<file path="config.mk">
export PLATFORM = sky130hd
export DESIGN_NAME = gated_freq_counter
export DESIGN_NICKNAME = d
export VERILOG_FILES = /design/src/rtl/gfc_pkg.sv /design/src/rtl/gfc_input_cond.sv /design/src/rtl/gfc_gate_ctrl.sv /design/src/rtl/gfc_sat_counter.sv /design/src/rtl/gated_freq_counter.sv
export SDC_FILE = /design/constraint.sdc
export NUM_CORES = 1
export LEC_CHECK = 0
export ABC_AREA = 1
export CAP_MARGIN = 20
export CELL_PAD_IN_SITES_DETAIL_PLACEMENT = 0
export CELL_PAD_IN_SITES_GLOBAL_PLACEMENT = 1
export CORE_ASPECT_RATIO = 0.7
export CORE_MARGIN = 2
export CORE_UTILIZATION = 44
export CTS_BUF_LIST = sky130_fd_sc_hd__clkbuf_4
export DETAILED_ROUTE_END_ITERATION = 10
export PLACE_DENSITY_LB_ADDON = 0.08
export SETUP_SLACK_MARGIN = 0.3
export SLEW_MARGIN = 20
export SYNTH_ARGS = -nofsm -noshare
export SYNTH_HDL_FRONTEND = slang
export SYNTH_HIERARCHICAL = 1
export SYNTH_SLANG_ARGS = --single-unit
</file>
<file path="constraint.sdc">
create_clock -name clk -period 2.77 [get_ports clk]
set_input_delay 0.554 -clock clk [delete_from_list [all_inputs] [get_ports clk]]
set_output_delay 0.554 -clock clk [all_outputs]
set_load 0.02 [all_outputs]
</file>
<file path="src/rtl/gfc_pkg.sv">
`timescale 1ns/1ps
package gfc_pkg;

   typedef enum logic [1:0] {
      GS_IDLE  = 2'd0,
      GS_ARMED = 2'd1,
      GS_OPEN  = 2'd2
   } gate_state_t;

   // number of timebase pulses in a window for a given select code
   function automatic int unsigned window_ticks(input int unsigned sel_code,
                                                input int unsigned step_log2);
      return 32'd1 << (step_log2 * sel_code);
   endfunction

endpackage

</file>
<file path="src/rtl/gfc_input_cond.sv">
`timescale 1ns/1ps
module gfc_input_cond #(
   parameter int SYNC_STAGES = 2
) (
   input  logic clk,
   input  logic rst_n,
   input  logic sig_a,
   input  logic sig_b,
   input  logic src_sel,
   input  logic analog_on,
   output logic rise
);

   logic raw;
   logic synced;
   logic prev_q;

   // powered-down front end reads as a steady low
   assign raw = analog_on & (src_sel ? sig_b : sig_a);

   generate
      if (SYNC_STAGES == 0) begin : g_nosync
         assign synced = raw;
      end else begin : g_sync
         logic [SYNC_STAGES-1:0] stg_q;
         always_ff @(posedge clk or negedge rst_n) begin
            if (!rst_n) begin
               stg_q <= '0;
            end else begin
               stg_q[0] <= raw;
               for (int i = 1; i < SYNC_STAGES; i++) begin
                  stg_q[i] <= stg_q[i-1];
               end
            end
         end
         assign synced = stg_q[SYNC_STAGES-1];
      end
   endgenerate

   always_ff @(posedge clk or negedge rst_n) begin
      if (!rst_n) prev_q <= 1'b0;
      else        prev_q <= synced;
   end

   assign rise = synced & ~prev_q;

endmodule

</file>
<file path="src/rtl/gfc_gate_ctrl.sv">
`timescale 1ns/1ps
module gfc_gate_ctrl
   import gfc_pkg::*;
#(
   parameter int SEL_W          = 2,
   parameter int GATE_STEP_LOG2 = 2,
   parameter int TICK_W         = 7
) (
   input  logic             clk,
   input  logic             rst_n,
   input  logic             ms_tick,
   input  logic [SEL_W-1:0] gate_sel,
   input  logic             start,
   input  logic             man_mode,
   input  logic             man_open,
   input  logic             man_close,
   output logic             clr,
   output logic             gate_open,
   output logic             busy,
   output logic             done
);

   gate_state_t       state_q;
   logic [TICK_W-1:0] tick_cnt_q;
   logic [TICK_W-1:0] target_q;
   logic              manual_q;
   logic              done_q;
   logic              start_ok;
   logic              mopen_ok;
   logic              last_tick;

   assign start_ok  = start & ~man_mode & (state_q == GS_IDLE);
   assign mopen_ok  = man_open & man_mode & (state_q == GS_IDLE);
   assign last_tick = ms_tick & ((tick_cnt_q + TICK_W'(1)) == target_q);

   always_ff @(posedge clk or negedge rst_n) begin
      if (!rst_n) begin
         state_q    <= GS_IDLE;
         tick_cnt_q <= '0;
         target_q   <= '0;
         manual_q   <= 1'b0;
         done_q     <= 1'b0;
      end else begin
         case (state_q)
            GS_IDLE: begin
               if (start_ok) begin
                  state_q    <= GS_ARMED;
                  tick_cnt_q <= '0;
                  target_q   <= TICK_W'(window_ticks(int'(gate_sel), GATE_STEP_LOG2));
                  manual_q   <= 1'b0;
                  done_q     <= 1'b0;
               end else if (mopen_ok) begin
                  state_q    <= GS_OPEN;
                  manual_q   <= 1'b1;
                  done_q     <= 1'b0;
               end
            end
            GS_ARMED: begin
               if (ms_tick) state_q <= GS_OPEN;
            end
            GS_OPEN: begin
               if (manual_q) begin
                  if (man_close) begin
                     state_q <= GS_IDLE;
                     done_q  <= 1'b1;
                  end
               end else if (last_tick) begin
                  state_q <= GS_IDLE;
                  done_q  <= 1'b1;
               end else if (ms_tick) begin
                  tick_cnt_q <= tick_cnt_q + TICK_W'(1);
               end
            end
            default: state_q <= GS_IDLE;
         endcase
      end
   end

   assign clr       = start_ok | mopen_ok;
   assign gate_open = (state_q == GS_OPEN);
   assign busy      = (state_q != GS_IDLE);
   assign done      = done_q;

endmodule

</file>
<file path="src/rtl/gfc_sat_counter.sv">
`timescale 1ns/1ps
module gfc_sat_counter #(
   parameter int CNT_W = 20
) (
   input  logic             clk,
   input  logic             rst_n,
   input  logic             clr,
   input  logic             inc,
   output logic [CNT_W-1:0] count,
   output logic             ovf
);

   localparam logic [CNT_W-1:0] FULL = '1;

   always_ff @(posedge clk or negedge rst_n) begin
      if (!rst_n) begin
         count <= '0;
         ovf   <= 1'b0;
      end else if (clr) begin
         count <= '0;
         ovf   <= 1'b0;
      end else if (inc) begin
         if (count == FULL) ovf <= 1'b1;
         else               count <= count + CNT_W'(1);
      end
   end

endmodule

</file>
<file path="src/rtl/gated_freq_counter.sv">
`timescale 1ns/1ps
module gated_freq_counter #(
   parameter int CNT_W          = 20,
   parameter int SYNC_STAGES    = 2,
   parameter int SEL_W          = 2,
   parameter int GATE_STEP_LOG2 = 2
) (
   input  logic             clk,
   input  logic             rst_n,
   input  logic             ms_tick,
   input  logic             sig_a,
   input  logic             sig_b,
   input  logic             src_sel,
   input  logic             analog_on,
   input  logic [SEL_W-1:0] gate_sel,
   input  logic             start,
   input  logic             man_mode,
   input  logic             man_open,
   input  logic             man_close,
   output logic [CNT_W-1:0] count,
   output logic             busy,
   output logic             done,
   output logic             ovf
);

   localparam int MAX_SHIFT = GATE_STEP_LOG2 * ((1 << SEL_W) - 1);
   localparam int MAX_TICKS = 1 << MAX_SHIFT;
   localparam int TICK_W    = $clog2(MAX_TICKS + 1);

   generate
      if (CNT_W < 2 || CNT_W > 32) begin : g_bad_cnt
         $error("gated_freq_counter: CNT_W out of range");
      end
      if (SYNC_STAGES < 0 || SYNC_STAGES > 4) begin : g_bad_sync
         $error("gated_freq_counter: SYNC_STAGES out of range");
      end
      if (MAX_SHIFT > 20) begin : g_bad_gate
         $error("gated_freq_counter: longest window too large");
      end
   endgenerate

   logic rise;
   logic clr;
   logic gate_open;

   gfc_input_cond #(.SYNC_STAGES(SYNC_STAGES)) u_cond (
      .clk       (clk),
      .rst_n     (rst_n),
      .sig_a     (sig_a),
      .sig_b     (sig_b),
      .src_sel   (src_sel),
      .analog_on (analog_on),
      .rise      (rise)
   );

   gfc_gate_ctrl #(
      .SEL_W          (SEL_W),
      .GATE_STEP_LOG2 (GATE_STEP_LOG2),
      .TICK_W         (TICK_W)
   ) u_gate (
      .clk       (clk),
      .rst_n     (rst_n),
      .ms_tick   (ms_tick),
      .gate_sel  (gate_sel),
      .start     (start),
      .man_mode  (man_mode),
      .man_open  (man_open),
      .man_close (man_close),
      .clr       (clr),
      .gate_open (gate_open),
      .busy      (busy),
      .done      (done)
   );

   gfc_sat_counter #(.CNT_W(CNT_W)) u_cnt (
      .clk   (clk),
      .rst_n (rst_n),
      .clr   (clr),
      .inc   (gate_open & rise),
      .count (count),
      .ovf   (ovf)
   );

endmodule

</file>
==> run summary, run 1 <==
The number of nets handed over by synthesis was 353. The post-detailed-route DRC marker count came out at 0. The routability-driven placement congestion ratio is 0.835. Counting every instance in the synthesized netlist gives 338. The number of cells on the worst reg-to-reg path came out at 10. The detailed-route wire length per cell came out at 12.7 um. Compared with the post-synthesis result, the final layout area differs by 18.5%. The number of levels the H-tree was split into came out at 2. The fraction of final layout cells with drive strength greater than 1 is 13.5%. For this block, the via count after detailed routing is 2,265.

The initial antenna violation count was 0. The clock period minus worst slack is 2.10 ns. The largest stage delay on the critical path came out at 0.54 ns. Clock-pin slew was measured on the worst setup and hold paths at 0.12 ns. The part of the Yosys area used for sequential elements is 38.8%. The post-synthesis instance area is 2520 um2. The effective utilization at floorplan came out at 44.9%.

After clock tree synthesis, the repair step resized 0 gates. The vertical extent of the die came out at 67.3 um. The placed cell count came out at 445. The root buffer cell is clkbuf_4. The worst path arrival time is 1.55 ns. The HPWL reported at the end of detailed placement is 4280 um. The classification of the worst setup path is reg2out. The clock latency at the later pin of the worst-skew pair came out at 0.36 ns.

The worst vdd rail ir drop is 0.390 mV. The initialized floorplan defines 23 standard-cell rows. After clock tree synthesis, the flow added hold-fix buffers numbering 0.

Across the run, the number of max-cap violations was 0. The clock passes through at most 2 buffers. The largest net degree at the start of global routing came out at 40. For the pin with the worst max-slew slack, the measured transition is 0.908 ns. The Yosys step of the flow raised 6 warnings. In this run, synthesis produced a sequential element count of 39. The final core utilization came out at 53.2%. The number of nets at the end of the flow came out at 392. The core area came out at 5610 um2.

The critical path startpoint category is a flop. The signal on the critical path passes through nor2_1 -> inv_2 -> clkdlybuf4s50_1. The run finished with clean final reports. Buffers inserted during clock tree synthesis total 5. The largest individual stage delay along the critical path comes from the cell clkdlybuf4s50_1.

The final antenna-violating net count is 0. The sink count of the clock tree is 39. On the final layout, the worst clock skew is 0.00835 ns.

The path class of the lowest-slack min-delay path is in2async. The number of distinct library cells after synthesis is 31. Headroom to the max-slew limit came out at 39.5%. Global routing finished with a remaining overflow of 0.

TritonCTS built the clock tree. The largest fanout on the critical path came out at 3. The number of buffers added for setup after CTS came out at 0. Setup repair after global routing left no endpoint under its margin.

The total length of routed wires is 5750 um. The cell area reported after detailed placement is 2930 um2. The post-route total power is 1.89 mW.

The die is 94.4 um wide. The worst reg-to-reg setup slack is 0.79 ns. Setup violations remaining at the end of the flow were counted as 0. The required time at the worst-slack endpoint came out at 2.22 ns. The post-detailed-route via-to-cell ratio is 5.00. The endpoint of the worst register-to-register path is u_cnt/count[16]. The worst register-to-register path begins at u_gate/state_q[0].

Summing all non-filler instances in the final layout gives an area of 2980 um2. The final total negative setup slack is 0 ns. The total count of hold-check failures in the final report is 0. The pre-antenna-repair detailed-routing pass consisted of 4 iterations.

The final-report max-slew violation count came out at 0. The number of global-route vias before repair came out at 2,077. The first routing iteration left 159 violations. The average cell area after synthesis is 7.45 um2. The global routing usage summed across all routing layers came out at 20.4%. The highest clock frequency the design can meet came out at 475 MHz. The leakage power of the design is 1.35 nW. The die outline area is 6350 um2. Port buffering added 35 buffers.

The ratio of final minimum period to clock period is 76.0%. The I/O pin total is 36. The antenna cell count is 0.

The count of non-filler cells in the finished layout is 453. STA classifies the critical path endpoint as an output port. In this run the power density over the cells is 634 nW/um2.

The global-route wire length before repair came out at 10,000 um.
## cells in the final DEF, fill, tap and decap left out
master / synthesis / routed
inv_2: 3 / 3
buf_4: 0 / 2
nor2_2: 5 / 5
ha_1: 2 / 2
clkdlybuf4s50_1: 0 / 34
nor2_4: 6 / 6
nand2_8: 1 / 1
o21ai_1: 4 / 4
nand2_4: 2 / 2
xor2_1: 3 / 3
nand4_1: 9 / 9
inv_1: 43 / 43
nand3_2: 3 / 3
nor3_2: 1 / 1
nand2_1: 103 / 103
clkbuf_4: 0 / 7
nand3_1: 39 / 39
o21ai_2: 12 / 12
a21oi_1: 9 / 9
o31ai_4: 1 / 1
nor3_1: 1 / 1
o21a_1: 1 / 1
o211ai_1: 1 / 1
o21bai_1: 4 / 4
dfrtp_1: 39 / 39
nor2_1: 23 / 23
o21ai_0: 12 / 12
buf_2: 1 / 1
nand4_4: 1 / 1
clkinv_2: 0 / 1
nand3_4: 1 / 1
nand2_2: 4 / 4
## flip-flops by register name, indices dropped and copies added (netlist names)
register,cells
u_cond/prev_q,1
u_cnt/ovf,1
u_gate/state_q,2
u_gate/tick_cnt_q,7
u_gate/target_q,4
u_gate/done,1
u_cond/g_sync.stg_q,2
u_gate/manual_q,1
u_cnt/count,20
## worst max path at each step
stage	startpoint	to	slack, ns	depth (start not counted)
final	u_gate/state_q[1]	busy	0.67	3
after global routing	u_gate/state_q[0]	u_cnt/count[9]	0.55	10
after CTS	u_gate/state_q[1]	busy	0.64	3
after detailed placement	man_mode	u_cnt/count[6]	0.37	12
after global placement	man_mode	u_cnt/count[6]	0.44	12
after floorplan	man_mode	u_cnt/count[16]	0.94	10
## kinds of logic after synthesis
| family | Yosys count | synth area share (%) |
|---|---|---|
| fa+ha+maj | 2 | 0.994 |
| buf+inv | 51 | 8.70 |
| simple gates | 199 | 38.7 |
| xor+xnor | 3 | 1.04 |
| compound gates | 44 | 11.8 |
| flops | 39 | 38.8 |
## cell usage after synthesis
library cell	n	area share [%]
o211ai_1	1	0.30
nand3_1	39	7.8
ha_1	2	0.99
buf_8	1	0.60
dfrtp_1	39	39
inv_2	3	0.45
nand4_1	9	2.2
nor2_1	23	3.4
nand4_4	1	0.84
o21a_1	1	0.30
nand2_4	2	0.89
nand3_4	1	0.70
nand2_2	4	0.99
xor2_1	3	1.0
o21ai_0	12	2.4
buf_2	1	0.20
nor3_2	1	0.40
nor2_2	5	1.2
o21ai_2	12	4.2
nand2_1	103	15
nor3_1	1	0.20
nor2_4	6	2.7
clkbuf_1	1	0.15
buf_6	2	0.89
a21oi_1	9	1.8
nand2_8	1	0.80
nand3_2	3	1.2
o21ai_1	4	0.80
o21bai_1	4	1.2
o31ai_4	1	0.84
inv_1	43	6.4
## stage by stage
stage	setup WS, ns	hold WS (ns)
floorplan	0.936	0.258
global placement	0.438	0.334
detailed placement	0.372	0.350
CTS	0.641	0.345
global route	0.555	0.375
finish	0.666	0.312
## per-layer routing
| layer | track usage [%] | vias up | routed length, um |
|---|---|---|---|
| met5 | 0 | - | 0 |
| met4 | 6.52 | 0 | 71 |
| met3 | 4.13 | 7 | 300 |
| met2 | 28.2 | 54 | 2240 |
| met1 | 31.4 | 1029 | 3130 |
| li1 | - | 1175 | - |
## power by group
group	switching (mW)	internal, mW	leakage (nW)
Clock	0.201	0.119	0.0361
Combinational	0.524	0.279	0.788
Sequential	0.0954	0.673	0.524
## worst max-delay path: cells and delay by family, from the launching register on
family / cells / cell delay (ns)
buffers and inverters: 2 / 0.61
DFF: 1 / 0.42
and+or+nand+nor: 1 / 0.16
## area by class of cell
| cell class | instances | area [um2] |
|---|---|---|
| sequential | 39 | 976 |
| tap | 75 | 93.8 |
| clock inverter | 1 | 5.00 |
| fill | 568 | 2630 |
| clock buffer | 7 | 52.6 |
| multi-input combinational | 248 | 1320 |
| inverter | 46 | 173 |
| timing repair buffer | 37 | 360 |
No activity file was read; power rests on OpenSTA's default activity.
==> inputs of run 2 (changes only) <==
--- a/config.mk
+++ b/config.mk
@@ -11,7 +11,7 @@
 export CELL_PAD_IN_SITES_GLOBAL_PLACEMENT = 1
 export CORE_ASPECT_RATIO = 0.7
 export CORE_MARGIN = 2
-export CORE_UTILIZATION = 44
+export CORE_UTILIZATION = 41
 export CTS_BUF_LIST = sky130_fd_sc_hd__clkbuf_4
 export DETAILED_ROUTE_END_ITERATION = 10
 export PLACE_DENSITY_LB_ADDON = 0.08
==> constraint.sdc (replaced) <==
create_clock -name clk -period 2.2 [get_ports clk]
set_input_delay 0.44 -clock clk [delete_from_list [all_inputs] [get_ports clk]]
set_output_delay 0.44 -clock clk [all_outputs]
set_load 0.02 [all_outputs]
==> run 2 against run 1 <==
Against the previous run:
- combinational power is 33% higher
- non-clock buffer count up 7
- core utilization rose by 0.46 points
- sequential power increased by 27%
- sequential share of layout area down 1.4 points
- largest cell class unchanged
- clock power up 92%
- register-to-register slack got worse by 0.34 ns
- total power increased by 41%
- setup slack worse by 0.29 ns
- global-route usage shrank 1.6 points
- die area increased by 6.9%
- clock skew increased by 0.0063 ns
==> run summary, run 2 (synthesized netlist as in run 1, its figures left out) <==
The run finished with clean final reports. For this run, design rule violations remaining after detail routing come to 0. The register with the most flip-flops in the final layout is u_cnt/count. The final antenna-violating net count is 0. The vertical extent of the die is 69.6 um.

The area growth from synthesis to layout came out at 23.8%. The buffers plus inverters on the worst setup path came out at 1. The cts-stage hold buffer count is 0. The finished cells cover 3120 um2. STA puts the critical path data required time at 1.76 ns. The highest clock frequency the design can meet is 547 MHz.

The endpoint kind of the worst setup timing path is an output port. The initial antenna violation count is 0. Once detailed placement completed, the half-perimeter wirelength came to 4480 um. The final total negative setup slack came out at 0 ns. The number of global-route vias before repair is 2,106. Leaving out fill and tap cells, the most frequent cell in the layout is nand2_1.

The clock slew at the register clock pins of the worst setup and hold paths is 0.13 ns. In this run the critical register-to-register path is launched from u_cnt/count[0]. STA puts the critical path data arrival time at 1.39 ns. The global routing usage summed across all routing layers is 18.7%. For this design, the sink count on the clock tree is 39. The final-report max-slew violation count came out at 0.

The critical path is of the reg2out type. STA classifies the critical path startpoint as a flop. In the layout the commonest cells are nand2_1 (101), inv_1 (43), nand3_1 (39), dfrtp_1 (39), nor2_1 (23). Setup repair after global routing left no endpoint under its margin. CTS placed an instance of clkbuf_4 at the clock tree root. Clock latency on the worst-skew pair, taken at its later pin, is 0.35 ns.

The final route contains 2,310 vias. The largest stage delay on the critical path came out at 0.62 ns. The I/O pin total is 36. The antenna cell count came out at 0.

The global-route wire length before repair is 10,300 um. Setup violations remaining at the end of the flow were counted as 0. The H-tree was split into 2 levels. The ratio of final minimum period to clock period is 83.0%. The die span in x is 97.7 um. The maximum clock path buffer count came out at 2. The number of buffers inserted during clock tree synthesis is 5. The slowest stage of the critical path is the clkdlybuf4s50_1 cell.

The routability-driven placement congestion ratio came out at 0.848. The number of flip-flops in the largest register is 20. The die covers 6790 um2. The site row count came out at 23. The leakage power of the design came out at 1.62 nW.

For this block, the initial DRC count from the detailed router was 141. The gate family responsible for the most delay along the worst path is buffers and inverters. The fraction of final layout cells with drive strength greater than 1 is 15.8%.

Headroom to the max-slew limit came out at 64.8%. In the final layout, the multi-input gates occupy 1350 um2. The count of buffers added on input and output ports is 35.

The largest net degree at the start of global routing is 40. Across the VDD grid, the largest voltage drop is 0.687 mV. The transition at the pin with the smallest max-transition slack came out at 0.529 ns. The number of fillers in the final layout is 582. The detailed-route wire length per cell came out at 13.2 um.

The initial utilization of the core area, before any placement, comes to 43.3%. The cell area reported after detailed placement is 2960 um2. Traced cell by cell, the critical path runs through clkdlybuf4s50_1. The tool flagged a number of max-cap violations equal to 0.

The final layout contains 400 nets. The clock period minus worst slack is 1.83 ns. For this run, the detailed router's first-pass iteration total came to 5. The most critical setup path has its startpoint at u_cnt/count[1]. The power per standard cell area came out at 855 nW/um2.

The largest registers in the layout are u_cnt/count (20), u_gate/tick_cnt_q (7), u_gate/target_q (4). Along the worst path, the maximum fanout reaches 4. The CTS tree is yes. The total overflow left after global routing is 0. The worst hold path belongs to the class in2async. The setup clock skew after layout came out at 0.0146 ns. The post-detailed-route via-to-cell ratio came out at 5.01. Registers take 976 um2. The core area is 5810 um2.

The total length of routed wires came out at 6110 um. The total count of hold-check failures in the final report came out at 0.
-- run 2: what timing repair did --
item / in CTS / in global routing
pin swaps: 0 / 1
gates resized for setup: 11 / 12
buffers inserted: 0 / 2
setup endpoints to repair: 11 / 23
gates cloned: 0 / 1
endpoints found under the hold margin: 0 / 0
-- run 2: routing by layer --
layer,wire (um),vias to the layer above,track usage (%)
met5,0,-,0
met4,53,0,4.63
met3,278,7,3.73
met2,2250,58,24.9
met1,3530,1053,30.5
li1,-,1192,-
-- run 2: through the flow --
step / hold slack, ns / total power, mW / worst slack (ns) / utilization [%] / instances
global placement: 0.334 / 2.03 / 0.138 / 51.0 / 450
global route: 0.149 / 2.86 / 0.304 / 53.6 / 461
CTS: 0.135 / 2.64 / 0.301 / 52.5 / 458
detailed placement: 0.338 / 2.03 / 0.0847 / 51.0 / 450
finish: 0.137 / 2.67 / 0.373 / 53.6 / 461
floorplan: 0.144 / 1.72 / 0.404 / - / 338
-- run 2: final timing paths --
path / slack (ns) / end / cells past startpoint
min: 0.14 / u_cnt/count[0] / 2
max: 0.37 / count[1] / 1
min reg2reg: 0.36 / u_cond/g_sync.stg_q[1] / 0
min in group clk: 0.36 / u_cond/g_sync.stg_q[1] / 0
max reg2reg: 0.45 / u_cnt/count[6] / 10
max in group asynchronous: 1.69 / u_cnt/count[9] / 2
-- run 2: report_power, final --
part	switching [mW]	internal [mW]	leakage, nW
registers	0.128	0.848	0.524
clock network	0.249	0.367	0.0559
logic	0.692	0.382	1.04
-- run 2: cell type report --
type / instances / share of cell area (%)
Timing Repair Buffer: 44 / 13.5
Multi-Input combinational cell: 249 / 43.2
Sequential cell: 39 / 31.3
Clock inverter: 2 / 1.93
Inverter: 46 / 5.54
Clock buffer: 6 / 1.45
Tap cell: 75 / 3.01
==> inputs of run 3 (changes only) <==
--- a/config.mk
+++ b/config.mk
@@ -11,7 +11,7 @@
 export CELL_PAD_IN_SITES_GLOBAL_PLACEMENT = 1
 export CORE_ASPECT_RATIO = 0.7
 export CORE_MARGIN = 2
-export CORE_UTILIZATION = 41
+export CORE_UTILIZATION = 37
 export CTS_BUF_LIST = sky130_fd_sc_hd__clkbuf_4
 export DETAILED_ROUTE_END_ITERATION = 10
 export PLACE_DENSITY_LB_ADDON = 0.08
==> constraint.sdc (replaced) <==
create_clock -name clk -period 1.5 [get_ports clk]
set_input_delay 0.3 -clock clk [delete_from_list [all_inputs] [get_ports clk]]
set_output_delay 0.3 -clock clk [all_outputs]
set_load 0.02 [all_outputs]
==> run 3 against run 2 <==
Against the previous run:
- the flow now finishes with violations (setup timing)
- design area up 46%
- hold slack better by 0.23 ns
- total power up 95%
- core utilization up 15 points
- final cell count up 26%
- sequential power up 48%
- combinational power rose to 3.0 times the previous value
- critical path depth up 11
- critical endpoint is now u_cnt/count[8]
==> run summary, run 3 (synthesized netlist as in run 1, its figures left out) <==
Counting the fill cells in the layout gives 554. IR analysis of the VDD net gives a maximum drop of 1.00 mV. The setup clock skew after layout is 0.00522 ns. The HPWL reported at the end of detailed placement is 5050 um. Compared with the post-synthesis result, the final layout area differs by 80.9%. The number of buffers inserted during clock tree synthesis came out at 5. After layout, the worst path uses 108% of the clock period. The first global-routing pass estimated 13,000 um of wire. The fraction of met1 tracks used by global routing is 34.5%. The count of final setup violators is 31. The global routing usage summed across all routing layers is 22.3%. The number of DRC markers after the initial detailed-route iteration came out at 146.

36 I/O pins were placed. The critical path startpoint category is a flop. On the final layout, the worst hold slack is 0.364 ns.

The highest clock frequency the design can meet is 620 MHz. The total global routing overflow is 0. The final worst slack is -0.114 ns.

In this run the tool buffered the top-level ports with 35 buffer cells. The total length of routed wires is 8110 um. The power per standard cell area is 1140 nW/um2. After clock tree synthesis, the clock-pin slew on the worst setup and hold paths is 0.12 ns. The worst path arrival time is 1.86 ns. The core area is 6660 um2. The overall via count from detail_route is 2,775. The post-detailed-route via-to-cell ratio came out at 4.78. Data on the critical path is required at its endpoint by 1.75 ns. The library cells used most frequently in the layout, excluding fill and tap cells, are nand2_1 (67), buf_4 (65), buf_6 (54), inv_1 (37), dfrtp_1 (33).

The final reports fail on setup timing. The root buffer cell is clkbuf_4. In this run the tightest slew margin relative to its limit is 83.0%. The number of global-route vias before repair was 2,701. The cell area reported after detailed placement came out at 3510 um2.

Global routing consumed, on the met2 layer, 33.7% of the routing resources. The die span in x is 103 um. The total count of hold-check failures in the final report came out at 0. The run finished, with violations left. The global routing stage identified its most utilized layer as met1. The count of nets left with antenna violations once routing finished came out at 0.

Clock latency on the worst-skew pair, taken at its later pin, is 0.34 ns. In the final layout, the registers with the most flip-flops are u_cnt/count (20), u_gate/tick_cnt_q (7), u_gate/target_q (4). The final-report max-slew violation count is 0. The transition at the pin with the smallest max-transition slack came out at 0.253 ns. The min-delay analysis places its worst path in the category reg2reg.

The critical path is of the reg2reg type. The die outline area came out at 7490 um2. The initial utilization of the core area, before any placement, comes to 37.8%. The initial antenna violation count came out at 0. The antenna cell count came out at 0. The register with the most flip-flops in the final layout is u_cnt/count. Setup repair after global routing could not meet its margin everywhere. TritonCTS built the clock tree.

The vertical extent of the die is 73.0 um. The post-route cell area came out at 4550 um2. The post-route total power came out at 5.20 mW. The largest net degree at the start of global routing is 40. The routability-driven placement congestion ratio is 0.922. Max-cap violations in this run came to 0. The floorplan has 25 rows. Leaving out fill and tap cells, the most frequent cell in the layout is nand2_1. The worst setup path is captured at a flop. The leakage power of the design came out at 2.17 nW. The number of nets at the end of the flow is 501. The detailed-route wire length per cell came out at 14.0 um.

The number of iterations in the first detailed-routing pass came out at 4. The fraction of final layout cells with drive strength greater than 1 is 53.8%. The final core utilization came out at 68.4%.

The maximum clock path buffer count came out at 2. Counting I/O delays and the setup requirement, the final critical path takes 1.61 ns. The largest fanout on the critical path is 5. Counting every sink on the clock net gives 39. The number of levels the H-tree was split into is 2. The routing usage on met3 is 3.26%. The post-detailed-route DRC marker count is 0. The number of flip-flops in the largest register is 20.
==> run 3: critical path: stages, from the launching register on <==
cell and delay [ns]:
dfrtp_1 0.42, nor2_2 0.15, inv_2 0.07, nor2_4 0.11
inv_2 0.06, nand2_4 0.08, inv_6 0.05, nand3_4 0.11
nand2_8 0.10, buf_12 0.14, buf_16 0.13, nand2_4 0.05
o21ai_2 0.05
==> run 3: cell type report <==
cell class,instances,area [um2],area share (%)
clock buffer,6,45.0,0.989
timing repair buffer,145,1500,32.9
clock inverter,2,7.51,0.165
tap,94,118,2.58
inverter,46,180,3.96
multi-input combinational,249,1720,37.9
sequential,39,983,21.6
==> run 3: metrics by stage <==
step / worst slack (ns) / std cells / TNS, ns
after global placement: -0.235 / 518 / -5.49
after floorplan: -0.0697 / 338 / -1.11
final: -0.114 / 581 / -2.10
after CTS: -0.0956 / 562 / -1.30
after detailed placement: -0.267 / 518 / -6.04
after global routing: -0.248 / 581 / -5.29
==> run 3: power breakdown <==
group	switching [mW]	internal (mW)
Combinational	1.57	1.63
Clock	0.374	0.193
Sequential	0.188	1.25
Total	2.13	3.07
==> run 3: what timing repair did <==
| action | 4_1_cts | 5_1_grt |
|---|---|---|
| hold endpoints to repair | 39 | 0 |
| setup buffers | 33 | 16 |
| gates cloned | 2 | 3 |
| hold buffers | 1 | 0 |
| setup endpoints to repair | 53 | 58 |
| resized for setup | 205 | 65 |
| pin swaps | 12 | 29 |
==> run 3: final timing paths <==
| path | slack (ns) | to | from | depth (start not counted) |
|---|---|---|---|---|
| max | -0.11 | u_cnt/count[8] | u_gate/state_q[1] | 12 |
| min | 0.36 | u_cond/g_sync.stg_q[1] | u_cond/g_sync.stg_q[0] | 0 |
| max reg2reg | -0.11 | u_cnt/count[8] | u_gate/state_q[1] | 12 |
| min reg2reg | 0.36 | u_cond/g_sync.stg_q[1] | u_cond/g_sync.stg_q[0] | 0 |
| max in group asynchronous | 0.84 | u_cnt/count[0] | rst_n | 3 |
| min in group asynchronous | 0.44 | u_gate/tick_cnt_q[6] | rst_n | 3 |
==> run 3: metal layers <==
| metal | wire length [um] | vias up |
|---|---|---|
| met5 | 0 | - |
| met4 | 8 | 0 |
| met3 | 314 | 2 |
| met1 | 4110 | 1322 |
| met2 | 3670 | 61 |
| li1 | - | 1390 |
